==> config.mk <==
export PLATFORM = sky130hd
export DESIGN_NAME = prio_irq_ctrl
export DESIGN_NICKNAME = d
export VERILOG_FILES = /design/src/rtl/prio_irq_pkg.sv /design/src/rtl/irq_src_regs.sv /design/src/rtl/irq_arbiter.sv /design/src/rtl/irq_lvl_stack.sv /design/src/rtl/prio_irq_ctrl.sv
export SDC_FILE = /design/constraint.sdc
export NUM_CORES = 1
export LEC_CHECK = 0
export ABC_CLOCK_PERIOD_IN_PS = 28400
export BUFFER_PORTS_ARGS = -buffer_cell sky130_fd_sc_hd__buf_4
export CAP_MARGIN = 20
export CORE_UTILIZATION = 25
export CTS_CLUSTER_DIAMETER = 50
export DETAILED_ROUTE_END_ITERATION = 12
export SYNTH_ARGS = -nofsm -noshare
export SYNTH_HDL_FRONTEND = slang
export SYNTH_SLANG_ARGS = --single-unit
==> constraint.sdc <==
create_clock -name clk_i -period 28.4 [get_ports clk_i]
set_clock_uncertainty 0.2 [all_clocks]
set_input_delay 4.26 -clock clk_i [delete_from_list [all_inputs] [get_ports clk_i]]
set_output_delay 4.26 -clock clk_i [all_outputs]
set_load 0.01 [all_outputs]
==> src/rtl/prio_irq_pkg.sv <==
package prio_irq_pkg;
  localparam int LVL_W = 4;
  typedef logic [LVL_W-1:0] lvl_t;
  localparam lvl_t TRAP_BASE = 4'd8;
  localparam logic [2:0] PRIO_RST = 3'd4;
  localparam logic [2:0] PRIO_TOP = 3'd7;

  typedef struct packed {
    logic [2:0] prio;
    logic       en;
    logic       flag;
  } src_reg_t;
endpackage

==> src/rtl/irq_src_regs.sv <==
module irq_src_regs
  import prio_irq_pkg::*;
#(
  parameter int N_SRC = 8
) (
  input  logic                   clk_i,
  input  logic                   rst_ni,
  input  logic [N_SRC-1:0]       we_i,
  input  src_reg_t               wdata_i,
  input  logic [N_SRC-1:0]       set_i,
  output src_reg_t [N_SRC-1:0]   regs_o
);
  for (genvar i = 0; i < N_SRC; i++) begin : g_src
    always_ff @(posedge clk_i or negedge rst_ni) begin
      if (!rst_ni) begin
        regs_o[i] <= '{prio: PRIO_RST, en: 1'b0, flag: 1'b0};
      end else begin
        if (we_i[i]) begin
          regs_o[i].prio <= wdata_i.prio;
          regs_o[i].en   <= wdata_i.en;
        end
        // hardware set wins over a software clear
        regs_o[i].flag <= set_i[i] | (we_i[i] ? wdata_i.flag : regs_o[i].flag);
      end
    end

    assert_flag_hold_R10: assert property (@(posedge clk_i) disable iff (!rst_ni)
      (regs_o[i].flag && !we_i[i]) |=> regs_o[i].flag);
  end
endmodule

==> src/rtl/irq_arbiter.sv <==
module irq_arbiter
  import prio_irq_pkg::*;
#(
  parameter int N_SRC  = 8,
  parameter int N_TRAP = 4,
  parameter int VW     = 4
) (
  input  src_reg_t [N_SRC-1:0] regs_i,
  input  logic [N_TRAP-1:0]    trap_i,
  input  lvl_t                 cpu_lvl_i,
  input  logic                 win_act_i,
  input  logic                 nest_blk_i,
  output logic                 req_o,
  output logic [VW-1:0]        vec_o,
  output lvl_t                 lvl_o
);
  lvl_t best;
  logic elig;

  always_comb begin
    req_o = 1'b0;
    vec_o = '0;
    best  = '0;
    elig  = 1'b0;
    for (int i = 0; i < N_SRC; i++) begin
      elig = regs_i[i].flag && regs_i[i].en && (regs_i[i].prio != 3'd0)
          && ({1'b0, regs_i[i].prio} > cpu_lvl_i)
          && !(win_act_i && regs_i[i].prio != PRIO_TOP)
          && !nest_blk_i;
      // strict compare keeps the lowest index on ties
      if (elig && {1'b0, regs_i[i].prio} > best) begin
        best  = {1'b0, regs_i[i].prio};
        vec_o = VW'(N_TRAP + i);
        req_o = 1'b1;
      end
    end
    for (int j = 0; j < N_TRAP; j++) begin
      if (trap_i[j] && lvl_t'(TRAP_BASE + lvl_t'(j)) > cpu_lvl_i) begin
        best  = lvl_t'(TRAP_BASE + lvl_t'(j));
        vec_o = VW'(j);
        req_o = 1'b1;
      end
    end
    lvl_o = best;
  end
endmodule

==> src/rtl/irq_lvl_stack.sv <==
module irq_lvl_stack
  import prio_irq_pkg::*;
#(
  parameter int DEPTH = 8
) (
  input  logic       clk_i,
  input  logic       rst_ni,
  input  logic       push_i,
  input  lvl_t       new_lvl_i,
  input  logic       pop_i,
  input  logic       wr_i,
  input  logic [2:0] wr_lvl_i,
  output lvl_t       cpu_lvl_o,
  output logic       full_o,
  output logic       busy_o
);
  localparam int SPW = $clog2(DEPTH + 1);
  localparam int IW  = (DEPTH > 1) ? $clog2(DEPTH) : 1;

  lvl_t           stk_q [DEPTH];
  logic [SPW-1:0] sp_q;
  logic [SPW-1:0] sp_m1;
  logic [IW-1:0]  wr_idx, rd_idx;

  assign sp_m1  = sp_q - SPW'(1);
  assign wr_idx = sp_q[IW-1:0];
  assign rd_idx = sp_m1[IW-1:0];
  assign full_o = (sp_q == SPW'(DEPTH));
  assign busy_o = (sp_q != '0);

  always_ff @(posedge clk_i or negedge rst_ni) begin
    if (!rst_ni) begin
      sp_q      <= '0;
      cpu_lvl_o <= '0;
      for (int k = 0; k < DEPTH; k++) stk_q[k] <= '0;
    end else if (push_i && !full_o) begin
      stk_q[wr_idx] <= cpu_lvl_o;
      sp_q          <= sp_q + SPW'(1);
      cpu_lvl_o     <= new_lvl_i;
    end else if (pop_i && busy_o) begin
      sp_q      <= sp_m1;
      cpu_lvl_o <= stk_q[rd_idx];
    end else if (wr_i) begin
      cpu_lvl_o <= {1'b0, wr_lvl_i};
    end
  end

  assert_sp_bound_R8: assert property (@(posedge clk_i) disable iff (!rst_ni)
    sp_q <= SPW'(DEPTH));
  assert_push_raise_R8: assert property (@(posedge clk_i) disable iff (!rst_ni)
    (push_i && !full_o) |=> (cpu_lvl_o == $past(new_lvl_i)));
  assert_ret_restore_R9: assert property (@(posedge clk_i) disable iff (!rst_ni)
    (pop_i && !push_i && busy_o) |=> (cpu_lvl_o == $past(stk_q[rd_idx])));
endmodule

==> src/rtl/prio_irq_ctrl.sv <==
module prio_irq_ctrl
  import prio_irq_pkg::*;
#(
  parameter int N_SRC     = 8,
  parameter int N_TRAP    = 4,
  parameter int STK_DEPTH = 8,
  parameter int WIN_W     = 8,
  parameter int DW        = 8,
  localparam int AW       = $clog2(N_SRC + 4),
  localparam int VW       = $clog2(N_SRC + N_TRAP)
) (
  input  logic              clk_i,
  input  logic              rst_ni,
  input  logic              reg_we_i,
  input  logic [AW-1:0]     reg_addr_i,
  input  logic [DW-1:0]     reg_wdata_i,
  output logic [DW-1:0]     reg_rdata_o,
  input  logic [N_SRC-1:0]  src_set_i,
  input  logic [N_TRAP-1:0] trap_set_i,
  input  logic              irq_ack_i,
  input  logic              irq_ret_i,
  output logic              irq_o,
  output logic [VW-1:0]     irq_vec_o,
  output logic [3:0]        irq_lvl_o,
  output logic [3:0]        cpu_lvl_o
);
  localparam logic [AW-1:0] A_TRAP = AW'(N_SRC);
  localparam logic [AW-1:0] A_CPU  = AW'(N_SRC + 1);
  localparam logic [AW-1:0] A_NEST = AW'(N_SRC + 2);
  localparam logic [AW-1:0] A_WIN  = AW'(N_SRC + 3);

  src_reg_t [N_SRC-1:0] regs;
  logic [N_SRC-1:0]     src_we;
  logic [N_TRAP-1:0]    trap_q;
  logic [WIN_W-1:0]     win_q;
  logic                 nest_q;
  logic                 full, busy, ack_ok;
  logic                 req;
  logic [VW-1:0]        vec;
  lvl_t                 lvl;

  always_comb begin
    for (int i = 0; i < N_SRC; i++) src_we[i] = reg_we_i && (reg_addr_i == AW'(i));
  end

  irq_src_regs #(.N_SRC(N_SRC)) u_src (
    .clk_i, .rst_ni,
    .we_i   (src_we),
    .wdata_i(src_reg_t'(reg_wdata_i[4:0])),
    .set_i  (src_set_i),
    .regs_o (regs)
  );

  always_ff @(posedge clk_i or negedge rst_ni) begin
    if (!rst_ni) begin
      trap_q <= '0;
      nest_q <= 1'b0;
      win_q  <= '0;
    end else begin
      trap_q <= (trap_q & ~((reg_we_i && reg_addr_i == A_TRAP) ? reg_wdata_i[N_TRAP-1:0]
                                                               : '0)) | trap_set_i;
      if (reg_we_i && reg_addr_i == A_NEST) nest_q <= reg_wdata_i[0];
      if (reg_we_i && reg_addr_i == A_WIN) win_q <= reg_wdata_i[WIN_W-1:0];
      else if (win_q != '0)                win_q <= win_q - WIN_W'(1);
    end
  end

  irq_arbiter #(.N_SRC(N_SRC), .N_TRAP(N_TRAP), .VW(VW)) u_arb (
    .regs_i    (regs),
    .trap_i    (trap_q),
    .cpu_lvl_i (cpu_lvl_o),
    .win_act_i (win_q != '0),
    .nest_blk_i(nest_q && busy),
    .req_o     (req),
    .vec_o     (vec),
    .lvl_o     (lvl)
  );

  assign ack_ok = irq_ack_i && irq_o && !full;

  irq_lvl_stack #(.DEPTH(STK_DEPTH)) u_stk (
    .clk_i, .rst_ni,
    .push_i   (ack_ok),
    .new_lvl_i(irq_lvl_o),
    .pop_i    (irq_ret_i),
    .wr_i     (reg_we_i && reg_addr_i == A_CPU),
    .wr_lvl_i (reg_wdata_i[2:0]),
    .cpu_lvl_o(cpu_lvl_o),
    .full_o   (full),
    .busy_o   (busy)
  );

  always_ff @(posedge clk_i or negedge rst_ni) begin
    if (!rst_ni) begin
      irq_o     <= 1'b0;
      irq_vec_o <= '0;
      irq_lvl_o <= '0;
    end else begin
      irq_o     <= req && !ack_ok; // squash the stale request on accept
      irq_vec_o <= vec;
      irq_lvl_o <= lvl;
    end
  end

  always_comb begin
    reg_rdata_o = '0;
    for (int i = 0; i < N_SRC; i++)
      if (reg_addr_i == AW'(i)) reg_rdata_o = DW'(regs[i]);
    case (reg_addr_i)
      A_TRAP:  reg_rdata_o = DW'(trap_q);
      A_CPU:   reg_rdata_o = DW'(cpu_lvl_o);
      A_NEST:  reg_rdata_o = DW'(nest_q);
      A_WIN:   reg_rdata_o = DW'(win_q);
      default: ;
    endcase
  end

  assert_lvl_above_cpu_R4: assert property (@(posedge clk_i) disable iff (!rst_ni)
    irq_o |-> (irq_lvl_o > $past(cpu_lvl_o)));
  assert_ack_drop_R8: assert property (@(posedge clk_i) disable iff (!rst_ni)
    ack_ok |=> !irq_o);
  assert_win_lvl7_R6: assert property (@(posedge clk_i) disable iff (!rst_ni)
    (irq_o && $past(win_q) != '0) |-> (irq_lvl_o >= 4'd7));
  assert_nest_block_R7: assert property (@(posedge clk_i) disable iff (!rst_ni)
    (irq_o && $past(nest_q && busy)) |-> (irq_lvl_o >= 4'd8));
endmodule

==> results.yml <==
placed_design:
  placedCellCount: 1079
  dp_hpwl_um: 14630
  post-place-ws_ns: 16.91
  gp_congestion: 0.8914
  post_dp_cell_area_sq_um: 7525
  port_buffers: 49
cells_and_area:
  n_antenna_cell: 0
  drive_gt1_share_pct: 21.88
  layout_common_cells: "94 x dfrtp_1, 78 x nand2_1, 55 x buf_4, 53 x mux2_2, 48 x o21ai_0"
  syn2layout_area_growth_pct: 15.06
  layoutNonFillerInstCount: 1095
  stdcell_area_sq_um: 7840
  post-route-util_pct: 29.17
  final_common_cell: "dfrtp_1"
  fin_nets: 819
floorplan:
  ioPinCount: 50
  die_h_um: 167.1
  start_util_pct: 25.35
  num_rows: 60
  die-area_sq_um: 27920
  coreArea_sq_um: 26880
  die_w_um: 167.1
sta:
  maxSlewViolCount: 0
  tightestPinTransition_ns: 0.9401
  period_minus_slack_ns: 11.68
  holdWs_ns: 0.2880
  finalWorstSetupSlack_ns: 16.72
  slew_headroom_pct: 36.75
  tns_ns: 0
  rsz0062_at_grt: "false"
  setup_viol_count_final: 0
  max_freq_ghz: 0.08560
  hold_viol: 0
  period_share_pct: 41.13
pwr:
  p_sw_share_pct: 40.75
  power_density_nw_per_um2: 84.66
  finalPower_mw: 0.6638
  power.share.combinational_pct: 42.9
  vdd_drop_max_mv: 0.03976
  p_clk_share_pct: 19.4
  leakage_nw: 3.310
  seqPwrFrac_pct: 37.6
  p_switching_mw: 0.2705
  power.internal_mw: 0.3933
worst_setup_path:
  arrival_ns: 11.70
  critPathMaxStageDelay_ns: 0.64
  crit_slowest_cell: "dfrtp_1"
  critPathLaunchType: "flip-flop"
  crit_required_ns: 28.42
  rr_worst_depth: 52
  end_kind: "flip-flop"
  path_common_cell: "ha_1"
  cp_max_fo: 15
  path_class: "flip-flop to flip-flop"
synth:
  ys_top_cells_by_area: "dfrtp_1 35%, mux2_2 8.8%, ha_1 7.5%"
  synthesis.area_sq_um: 6814
  synth_nets: 784
  synth-edff-count: 0
  yosys.area.top_type_share_pct: 34.52
  synth_cell_types: 73
  synth_cells: 714
  synth_seq_cells: 102
  yosysSeqAreaShare_pct: 37.61
  avgSynthCellArea_sq_um: 9.543
  ys.flop_type: "dfrtp_1"
  ys_async_sr_fraction_pct: 100.0
  synth.largest_area_cell: "dfrtp_1"
  ys.warnings.count: 0
grt:
  grt_first_pass_wirelength_um: 31810
  grt_remaining_overflow: 0
  track_usage_pct: 14.68
  antenna_found_initial: 0
  grt_max_degree: 53
  grt_pass1_vias: 5658
clock_network:
  tritoncts: "yes"
  clk_pin_slew_ns: 0.08
  clock-sinks: 102
  ctsResizeCount: 0
  numCtsBuffers: 9
  post_cts_buffers: 0
  clock_path_buffers: 2
  cts_root_buf: "clkbuf_16"
  cts_hold_buf: 0
  htreeDepth: 3
  clk_latency_ns: 0.37
hold_path:
  min_path_cells: 2
  hp-class: "flip-flop to flip-flop"
routing:
  routed_wl_um: 19800
  firstDrtPassIters: 7
  drt_iter0_markers: 523
  vias: 5679
  drtAntennaViolNets: 0
  drc: 0
  viasPerCell: 5.186
  routedWlPerCell_um: 18.08
run:
  cap_viol_max_count: 0
outcome:
  outcome: "finished, final reports clean"
==> cell type report <==
cell class	instances	area (sq um)
Sequential cell	102	2562
Inverter	35	131.4
Clock buffer	9	225.2
Clock inverter	7	90.09
Fill cell	2842	19040
Tap cell	341	426.7
Timing Repair Buffer	55	412.9
Multi-Input combinational cell	546	3991
==> cells in the mapped netlist (6+ instances only) <==
master	n
dfrtp_1	94
nand2_1	78
mux2_2	53
o21ai_0	48
nor2_1	47
ha_1	41
a21oi_1	36
inv_1	35
clkbuf_1	24
nand3_1	24
nor2b_1	18
mux2i_1	16
a31oi_1	13
nor3_1	13
mux4_2	12
o21a_1	12
o211ai_1	11
and2_1	9
a21o_1	8
dfstp_2	8
nand3b_1	6
o221ai_1	6
o22ai_1	6
==> path summary, 6_finish.rpt <==
path                            slack [ns]                          end                         from
worst max-delay path                 16.72       irq_vec_o[1]$_DFF_PN0_    u_stk.sp_q[0]$_DFFE_PN0P_
worst max register to register       16.72       irq_vec_o[1]$_DFF_PN0_    u_stk.sp_q[0]$_DFFE_PN0P_
worst min register to register        0.29  u_stk.stk_q[12]$_DFFE_PN0P_  u_stk.stk_q[12]$_DFFE_PN0P_
max in group asynchronous            23.16   u_src.regs_o[20]$_DFF_PN0_                       rst_ni
min in group asynchronous             3.71  u_stk.stk_q[17]$_DFFE_PN0P_                       rst_ni
worst min-delay path                  0.29  u_stk.stk_q[12]$_DFFE_PN0P_  u_stk.stk_q[12]$_DFFE_PN0P_
==> cell families (layout without fill, tap and decap cells) <==
logic type      after synthesis  count (layout)  share of synthesized area (%)
flops                       102             102                          37.61
mux                          81              81                          15.08
buf+inv                      66             106                          3.819
simple gates                231             231                          16.86
xor+xnor                      9               9                          1.157
fa+ha+maj                    41              41                          7.528
compound gates              184             184                          17.96
==> metal layers <==
metal / track usage (%) / vias to the layer above / part of all wire, %
met5: 0 / - / 0
li1: - / 2684 / -
met1: 19.74 / 2803 / 47
met4: 4.026 / 0 / 2.0
met3: 3.900 / 25 / 6.6
met2: 23.14 / 167 / 44
==> registers in the layout (all words and copies together), names as in the netlist <==
register and count:
nest_q 1, u_stk.stk_q 32, u_stk.sp_q 4, u_src.regs_o 40, irq_lvl_o 4, irq_o 1, u_stk.cpu_lvl_o 4, win_q 8
trap_q 4, irq_vec_o 4
==> worst max-delay path, delay by kind of cell (launching register included) <==
kind            cells  cell delay [ns]
compound gates     24             4.85
simple gates       16             2.83
fa+ha+maj           8             2.14
flops               1             0.64
buf+inv             3             0.51
mux                 1             0.33
==> power by group through the flow <==
stage	Combinational [mW]	Sequential, mW	Clock (mW)
4_1_cts	0.285	0.248	0.133
3_5_place_dp	0.283	0.251	0
6_report	0.285	0.250	0.129
5_1_grt	0.318	0.257	0.138
2_1_floorplan	0.212	0.229	0
3_3_place_gp	0.277	0.250	0
Power figures use the tool's default switching activity.
